`src/rtl/lbc_pkg.sv`:
```
package lbc_pkg;
    typedef enum logic [1:0] {
        KIND_ZEROS = 2'b00,
        KIND_ONES  = 2'b01,
        KIND_SIGN  = 2'b10,
        KIND_RSVD  = 2'b11
    } lbc_kind_e;
endpackage

```
`src/rtl/lbc_run_len.sv`:
```
// Length of the run of bits equal to match_i, starting at the top bit.
module lbc_run_len #(
    parameter int W  = 16,
    parameter int CW = $clog2(W + 1)
) (
    input  logic [W-1:0]  bits_i,
    input  logic          match_i,
    output logic [CW-1:0] len_o
);
    logic stop;

    always_comb begin
        len_o = '0;
        stop  = 1'b0;
        for (int i = W - 1; i >= 0; i--) begin
            if (!stop && (bits_i[i] == match_i)) begin
                len_o = len_o + CW'(1);
            end else begin
                stop = 1'b1;
            end
        end
    end
endmodule

```
`src/rtl/lbc_lane.sv`:
```
// One counting lane: picks the count for the requested kind.
module lbc_lane
    import lbc_pkg::*;
#(
    parameter int W  = 16,
    parameter int CW = $clog2(W + 1)
) (
    input  logic [W-1:0]  data_i,
    input  lbc_kind_e     kind_i,
    output logic [CW-1:0] cnt_o
);
    logic [CW-1:0] zero_len;
    logic [CW-1:0] one_len;

    lbc_run_len #(.W(W), .CW(CW)) i_zero_run (
        .bits_i (data_i),
        .match_i(1'b0),
        .len_o  (zero_len)
    );

    lbc_run_len #(.W(W), .CW(CW)) i_one_run (
        .bits_i (data_i),
        .match_i(1'b1),
        .len_o  (one_len)
    );

    // The run that matches the top bit is at least one long, so
    // subtracting one can never wrap.
    always_comb begin
        unique case (kind_i)
            KIND_ZEROS: cnt_o = zero_len;
            KIND_ONES:  cnt_o = one_len;
            KIND_SIGN:  cnt_o = data_i[W-1] ? (one_len - CW'(1))
                                            : (zero_len - CW'(1));
            default:    cnt_o = '0;
        endcase
    end
endmodule

```
`src/rtl/lbc_unit.sv`:
```
module lbc_unit
    import lbc_pkg::*;
#(
    parameter int DATA_W = 32,
    parameter int LANES  = 2
) (
    input  logic [31:0] operand_i,
    input  logic [1:0]  kind_i,
    input  logic        half_i,
    output logic [31:0] result_o
);
    localparam int LANE_W = DATA_W / LANES;
    localparam int WCW    = $clog2(DATA_W + 1);
    localparam int LCW    = $clog2(LANE_W + 1);

    lbc_kind_e         kind;
    logic [WCW-1:0]    word_cnt;
    logic [DATA_W-1:0] word_res;
    logic [DATA_W-1:0] half_res;

    assign kind = lbc_kind_e'(kind_i);

    lbc_lane #(.W(DATA_W), .CW(WCW)) i_word_lane (
        .data_i(operand_i),
        .kind_i(kind),
        .cnt_o (word_cnt)
    );

    assign word_res = DATA_W'(word_cnt);

    for (genvar l = 0; l < LANES; l++) begin : g_lane
        logic [LCW-1:0] lane_cnt;

        lbc_lane #(.W(LANE_W), .CW(LCW)) i_half_lane (
            .data_i(operand_i[l*LANE_W +: LANE_W]),
            .kind_i(kind),
            .cnt_o (lane_cnt)
        );

        assign half_res[l*LANE_W +: LANE_W] = LANE_W'(lane_cnt);
    end

    assign result_o = half_i ? half_res : word_res;
endmodule

```
`config.mk`:
```
export PLATFORM = sky130hd
export DESIGN_NAME = lbc_unit
export DESIGN_NICKNAME = d
export VERILOG_FILES = /design/src/rtl/lbc_pkg.sv /design/src/rtl/lbc_run_len.sv /design/src/rtl/lbc_lane.sv /design/src/rtl/lbc_unit.sv
export SDC_FILE = /design/constraint.sdc
export NUM_CORES = 1
export LEC_CHECK = 0
export BUFFER_PORTS_ARGS = -buffer_cell sky130_fd_sc_hd__buf_4
export CAP_MARGIN = 20
export CORE_MARGIN = 4
export CORE_UTILIZATION = 50
export DETAILED_ROUTE_END_ITERATION = 10
export GPL_ROUTABILITY_DRIVEN = 0
export GPL_TIMING_DRIVEN = 0
export PLACE_DENSITY = 0.69
export SYNTH_ARGS = -nofsm -noshare
export SYNTH_HDL_FRONTEND = slang
export SYNTH_SLANG_ARGS = --single-unit
```
`constraint.sdc`:
```
create_clock -name vclk -period 50.7
set_clock_uncertainty 0.05 [all_clocks]
set_input_delay 15.21 -clock vclk [all_inputs]
set_output_delay 15.21 -clock vclk [all_outputs]
set_load 0.05 [all_outputs]
```
* After elaboration in Yosys (flattened, before gate mapping)
Index checks and enable logic that the tools add are counted.
Operators by class: add/subtract/negate cells 128, equality and inequality tests 2, muxes and demuxes 227, bitwise operators 32, reductions and logical operators 181
Operator list (number):
- 2-to-1 mux 6 bit | 61
- adder 6 x 1 -> 6 bit (second input constant) | 60
- 2-to-1 mux 5 bit | 58
- adder 5 x 1 -> 5 bit (second input constant) | 56
- 2-to-1 mux 1 bit | 98
- logical AND 1 bit | 92
- logical NOT 1 bit | 88
- inverter 1 bit | 32
- one-hot mux 5 bit (3 select lines) | 2
- 2-to-1 mux 21 bit | 1
- subtractor 5 x 1 -> 5 bit (second input constant) | 4
- one-hot mux 6 bit (3 select lines) | 1
- adder 1 x 1 -> 2 bit (second input constant) | 6
- 2-to-1 mux 2 bit | 6
- subtractor 6 x 1 -> 6 bit (second input constant) | 2
- equality test 2 x 1 -> 1 bit (second input constant) | 1
- equality test 2 bit (second input constant) | 1
- logical NOT 2 bit | 1
Word-level totals: register bits after elaboration 0, input port bits 35, output and inout bits 32

* Depth between registers and ports, before layout
Gate-level depths: netlist of run 1.
word-level depth 97, depth in mapped cells 87, mapped depth without buffers 86

* By module
A second synthesis of run 1 with hierarchy kept.
Second synthesis, totals: cell total of the unflattened synthesis 2943, area total of the unflattened synthesis 20025.5 um^2
Modules (own cells, without submodules):
- lbc_run_len (i_word_lane.i_one_run ...) | instances 2, cells an instance 732, area an instance 4921.0 um^2
- lbc_run_len (g_lane[0].i_half_lane.i_one_run ...) | instances 4, cells an instance 328, area an instance 2229.6 um^2
- lbc_lane (g_lane[0].i_half_lane ...) | instances 2, cells an instance 41, area an instance 305.3 um^2
- lbc_lane (i_word_lane) | instances 1, cells an instance 51, area an instance 364.1 um^2
- lbc_unit | instances 1, cells an instance 34, area an instance 290.3 um^2

* Worst setup path before layout of run 1
No wires, ideal clock.
path kind input -> output, from input operand_i[31], to output result_o[2], data arrival time 31.003 ns, data required time 35.440 ns, setup slack 4.437 ns, cell stages on the path 85, buffers on the path 2, cells stage by stage clkbuf_1 clkbuf_1 a21boi_0 ha_1 nand2_1 a31oi_1 nand2_1 o21ai_0 ha_1 mux2_2 and2_1 nor2_1 ha_1 and2_1 a2111oi_2 nand2_1 o21ai_0 ha_1 [... 49 more ...] a21oi_1 ha_1 nand2_1 nand2_1 ha_1 mux2i_1 o21ai_0 ha_1 mux2i_1 inv_1 nor2_1 ha_1 nand3_1 o21ai_0 a21oi_1 o22ai_1 nor2_1 a221oi_1
On the way: word-level cells in the longest chain between the ends 97, elaborated cells between the ends (all ways) 316
RTL lines:
- start: declaration | line lbc_unit.sv:7 | input logic [31:0] operand_i,
- parallel branches: the longest is 95 deep, another holds adder 6 x 1 -> 6 bit
- one-hot mux 6 bit (3 select lines) (*) | line lbc_lane.sv:30 | unique case (kind_i)
- 2-to-1 mux 21 bit (*) | line lbc_unit.sv:43 | assign result_o = half_i ? half_res : word_res;
- end: declaration | line lbc_unit.sv:10 | output logic [31:0] result_o
Every way passes the cells marked *.

* Worst setup path after layout of run 1
from input operand_i[31], to output result_o[5]
The elaborated chain is that of the path after synthesis.

==> Implementation_results.wiki, run 1 <==
{| class="wikitable"
! Metric !! Value
|-
| Buffers added on ports || 36
|-
| Core outline area || ~22000 um^2
|-
| Final critical-path share of the clock period || 0.965
|-
| Critical path class || input port to primary output
|-
| Unique masters post-synth || ~100
|-
| Syn-to-layout area delta || 6.19%
|-
| Largest vdd supply drop || about 0.0094 mV
|-
| Fraction of synthesized cell area in xor and xnor cells || 0.174
|-
| Cell mode on critical path || ha_1
|-
| Gate count of the mapped netlist || 1742
|-
| Post-detailed-placement half-perimeter wirelength || approximately 28000 um
|-
| Register area || 0 um^2
|-
| Initial core utilization || 0.514
|-
| Wirelength per Cell || between 15 and 20 um
|-
| CTS-repair resized insts || 0
|-
| Leakage power figure || between 4 and 5 nW
|-
| Die footprint || roughly 25000 um^2
|-
| MaxCap Viol Count || 0
|-
| Total Nets Final || ~1900
|-
| Largest family of logic cells by synthesized area || simple AND/OR/NAND/NOR gates
|-
| Required time at the worst-slack endpoint || around 35 ns
|-
| Number of DRC violations after detailed routing || 0
|-
| Critical-path maximum fanout || 10
|-
| Post-placement cell count || between 2000 and 2500
|-
| Antenna cells || 0
|-
| Total I/O pin count || 67
|-
| Most used cells in the layout excluding fill and tap cells || nand2_1 (230), nor2_1 (194), xnor2_1 (113)
|-
| Share of the yosys chip area belonging to registers || 0
|-
| Pin slew with the least headroom to its limit || about 1.0 ns
|-
| Multiplexer fraction of the synthesized cell area || 0.0613
|-
| Cell area after synthesis || between 10000 and 15000 um^2
|-
| Number of buffers inserted by post-CTS setup repair || 0
|-
| Synth Area per Inst || roughly 6.5 um^2
|-
| Initial antenna violation count || 1
|-
| Leading cell type in the layout, fill and taps excluded || nand2_1
|-
| Max Freq || ~0.020 GHz
|-
| Worst hold path type || input port to primary output
|-
| Crit end category || primary output
|-
| Number of global-route vias before repair || around 12000
|-
| Total routing resource utilization after global routing || 0.256
|-
| Drt first-iter violations || around 780
|-
| Max-slew violation total from the final report || 0
|-
| Adder-cell share of the synthesized area || 0.103
|-
| Final count of hold timing violations || 0
|-
| Post-detailed-routing wire length || 33700 um
|-
| Post-route non-filler standard cell count || 2079
|-
| Total of endpoints with negative setup slack in the final report || 0
|-
| Tightest slew margin relative to the limit || 0.329
|-
| Total number of sequential cells || 0
|-
| Maximum single-stage delay on the critical path || roughly 0.63 ns
|-
| Height of the die || around 160 um
|-
| Simple-gate area share of the yosys netlist || 0.349
|-
| Time the final worst path needs with I/O delays and setup || 48.90 ns
|-
| Run status || finished, final reports clean
|-
| Wire length of the first global-routing pass || between 50000 and 60000 um
|-
| Total power || 0.0000640 W
|-
| Post-Route Setup TNS || 0 ns
|-
| Unrepaired setup endpoints after global routing || false
|-
| Grt total ovfl || 0
|-
| Count of synthesis-stage warnings from yosys || 0
|-
| First drt pass iteration count || 5
|-
| Largest net degree at the start of global routing || 11
|-
| Antenna viol nets, final || 0
|-
| Count of clock buffers in the final design || 0
|-
| Average vias per placed instance || just over 6
|-
| Data arrival time of the critical path || around 34 ns
|-
| Die X-Extent || 158 um
|-
| Standard-cell rows || 54
|-
| Hold buffer count at cts || 0
|-
| Critical Path Slowest Stage Cell || a2111oi_2
|-
| Total number of vias || about 13000
|-
| Share of the synthesized area in compound gates (AO/OA/AOI/OAI) || 0.248
|-
| Layout cell share with drive strength beyond 1 || 0.0784
|-
| Nature of the critical path startpoint || input port
|-
| Areal power density over the cells || 5.32 nW/um^2
|}
==> power by group <==
group	leakage (nW)	internal (W)	total [W]	switching, W
clock network	0	0	0	0
logic	4.83	0.0000237	0.0000640	0.0000403
registers	0	0	0	0
total	4.83	0.0000237	0.0000640	0.0000403
==> cells by family (layout without fill, tap and decap cells) <==
logic type,after synthesis,count (layout)
buf+inv,164,201
mux,64,64
other cells,1,21
simple gates,799,799
fa+ha+maj,94,94
compound gates,431,431
xor+xnor,189,189
==> per-stage QoR <==
step                instance area [um^2]  worst slack, ns  hold slack, ns  utilization
finish                             12000             1.80           30.96        0.546
global route                       12000            0.524           31.00        0.546
CTS                                12000             2.02           30.96        0.546
detailed placement                 12000             2.07           30.96        0.546
global placement                   12000             2.39           30.96        0.546
floorplan                          11400             4.44           30.84            -
==> worst paths after layout <==
kind,to,depth (start not counted),from
max,result_o[5],85,operand_i[31]
min,result_o[4],5,half_i
==> synth_stat cells, types with 19 or more instances <==
cell type | n | area [um^2]
nand2_1 | 230 | 863
nor2_1 | 194 | 728
xnor2_1 | 113 | 990
o21ai_0 | 109 | 546
a21oi_1 | 102 | 510
ha_1 | 89 | 1110
nand3_1 | 79 | 395
inv_1 | 62 | 233
nor3_1 | 59 | 295
clkbuf_1 | 56 | 210
xor2_1 | 50 | 438
mux2i_1 | 42 | 420
and2_1 | 41 | 257
and3_1 | 30 | 188
nand2b_1 | 25 | 156
nor2b_1 | 25 | 156
buf_4 | 24 | 180
a21o_1 | 20 | 150
o22ai_1 | 20 | 125
mux2_2 | 19 | 214
nand4_1 | 19 | 119
==> critical path: cells and delay by family <==
kind / cells / cell delay [ns]
AND/OR/NAND/NOR: 23 / 2.99
AO/OA/AOI/OAI: 22 / 4.53
buffers and inverters: 7 / 1.64
multiplexers: 11 / 2.54
adder cells (fa/ha/maj): 21 / 6.28
XOR/XNOR: 1 / 0.40
==> metal layers <==
layer,global-route usage,up-vias,wire length (um)
met2,0.454,381,16000
met5,0,-,19
met4,0.0711,2,869
li1,-,6380,-
met3,0.0179,62,1920
met1,0.334,5787,14900
==> layout make-up <==
cell class	instances	area, um^2
Timing Repair Buffer	37	275
Inverter	63	236
Tap cell	280	350
Fill cell	2281	10000
Buffer	101	490
Multi-Input combinational cell	1598	10700
(Power assumes the default switching activity.)
==> run 2, diff against run 1 <==
--- a/config.mk
+++ b/config.mk
@@ -7,7 +7,7 @@
 export LEC_CHECK = 0
 export BUFFER_PORTS_ARGS = -buffer_cell sky130_fd_sc_hd__buf_4
 export CAP_MARGIN = 20
-export CORE_MARGIN = 4
+export CORE_MARGIN = 5
 export CORE_UTILIZATION = 50
 export DETAILED_ROUTE_END_ITERATION = 10
 export GPL_ROUTABILITY_DRIVEN = 0
==> Implementation_results.wiki, run 2 (synthesis gave the netlist of run 1 again) <==
{| class="wikitable"
! Metric !! Value
|-
| Run status || finished, final reports clean
|-
| FILL cells || 2293
|-
| Initial antenna violation count || 1
|-
| First drt pass iteration count || 5
|-
| Standard-cell rows || between 50 and 60
|-
| Leakage power figure || about 4.8 nW
|-
| Post-detailed-placement half-perimeter wirelength || around 28000 um
|-
| CP delay by family, top || adder cells
|-
| Worst hold path type || input port to primary output
|-
| Total I/O pin count || 67
|-
| Tightest slew margin relative to the limit || 0.368
|-
| Hold buffer count at cts || 0
|-
| Critical-path maximum fanout || 10
|-
| Gr busiest metal || met2
|-
| Most used cells in the layout excluding fill and tap cells || nand2_1 (230), nor2_1 (194), xnor2_1 (113)
|-
| Met2 Track Usage GR || 0.448
|-
| Total Nets Final || a little under 2000
|-
| Data arrival time of the critical path || approximately 33 ns
|-
| Unrepaired setup endpoints after global routing || false
|-
| Number of buffers inserted by post-CTS setup repair || 0
|-
| Time the final worst path needs with I/O delays and setup || a little under 50 ns
|-
| Max-slew violation total from the final report || 0
|-
| Syn-to-layout area delta || 6.27%
|-
| Largest net degree at the start of global routing || 11
|-
| Total number of sequential cells || 0
|-
| Wire length of the first global-routing pass || 54900 um
|-
| Average vias per placed instance || around 6.1
|-
| Antenna viol nets, final || 0
|-
| Net Sw Power || 0.0000402 W
|-
| Worst path buffer plus inverter count || 8
|-
| Core outline area || roughly 22000 um^2
|-
| Critical Path Slowest Stage Cell || a2111oi_2
|-
| MaxCap Viol Count || 0
|-
| Layout cell share with drive strength beyond 1 || 0.0784
|-
| Cell mode on critical path || ha_1
|-
| Grt total ovfl || 0
|-
| Number of DRC violations after detailed routing || 0
|-
| Required time at the worst-slack endpoint || about 35 ns
|-
| Drt first-iter violations || around 800
|-
| Critical path class || input port to primary output
|-
| Clock network fraction of design power || 0
|-
| Buffers added on ports || 36
|-
| Die X-Extent || between 150 and 200 um
|-
| Register area || 0 um^2
|-
| Leading cell type in the layout, fill and taps excluded || nand2_1
|-
| Antenna cells || 0
|-
| Maximum single-stage delay on the critical path || 0.65 ns
|-
| Final count of hold timing violations || 0
|-
| Total of endpoints with negative setup slack in the final report || 0
|-
| Total number of vias || roughly 13000
|-
| Largest vdd supply drop || a little over 0.006 mV
|-
| Total power || about 0.000064 W
|-
| Height of the die || approximately 160 um
|-
| Crit end category || primary output
|-
| Count of clock buffers in the final design || 0
|-
| Number of global-route vias before repair || between 10000 and 15000
|-
| Hold path cells || 5
|-
| Die footprint || about 26000 um^2
|-
| Net switching share of the total power || 0.629
|-
| Total routing resource utilization after global routing || 0.243
|-
| Combinational share of power || 1.000
|-
| Final critical-path share of the clock period || 0.959
|-
| Max Freq || approximately 0.021 GHz
|-
| Nature of the critical path startpoint || input port
|-
| Register share of total power || 0
|-
| Initial core utilization || 0.505
|-
| Post-Route Setup TNS || 0 ns
|-
| Pin slew with the least headroom to its limit || around 0.94 ns
|-
| Stages on worst setup path || 86
|-
| GR met3 Demand/Resource || 0.0192
|-
| Areal power density over the cells || around 5.3 nW/um^2
|-
| Grt met1 use || 0.310
|-
| Post-detailed-routing wire length || 33700 um
|-
| Wirelength per Cell || between 15 and 20 um
|-
| Internal power || ~0.000024 W
|-
| CTS-repair resized insts || 0
|}
run 2: cell types whose count changed in the layout (fill, tap and decap cells not counted), sizes merged:
cell | before | now
clkbuf | 56 | 57
buf | 82 | 81
run 2: path summary, 6_finish.rpt:
path                       from  slack, ns           to
setup / recovery  operand_i[31]       2.08  result_o[5]
hold / removal           half_i      30.98  result_o[4]
run 2: stage by stage:
step	cell area, um^2	worst slack [ns]	hold WS, ns	instances	util
finish	12000	2.08	30.98	2084	0.536
global route	12000	0.335	31.01	2084	0.536
detailed placement	12000	2.18	30.96	2083	0.536
CTS	12000	2.14	30.96	2083	0.536
floorplan	11400	4.44	30.84	1762	-
global placement	12000	2.49	30.96	2083	0.536
run 2: per-layer routing:
layer,share of wire,vias to the layer above
li1,-,6392
met1,0.44,5861
met2,0.48,345
met3,0.057,53
met4,0.022,2
met5,0.00039,-
run 2: worst min-delay path, stage by stage:
cell and delay (ns):
buf_4 0.11, a2111oi_0 0.07, a21oi_1 0.12, o22ai_1 0.10
buf_4 0.20
run 2: power by group through the flow:
stage	Sequential (W)	Combinational, W	Clock, W
after detailed placement	0	0.0000629	0
after floorplan	0	0.0000480	0
after CTS	0	0.0000632	0
final	0	0.0000639	0
after global placement	0	0.0000615	0
after global routing	0	0.0000710	0
run 2: final cells by class:
cell class | instances | area, um^2 | area share
Tap cell | 285 | 357 | 0.0296
Buffer | 101 | 490 | 0.0408
Timing Repair Buffer | 37 | 278 | 0.0231
Inverter | 63 | 236 | 0.0197
Multi-Input combinational cell | 1598 | 10700 | 0.887
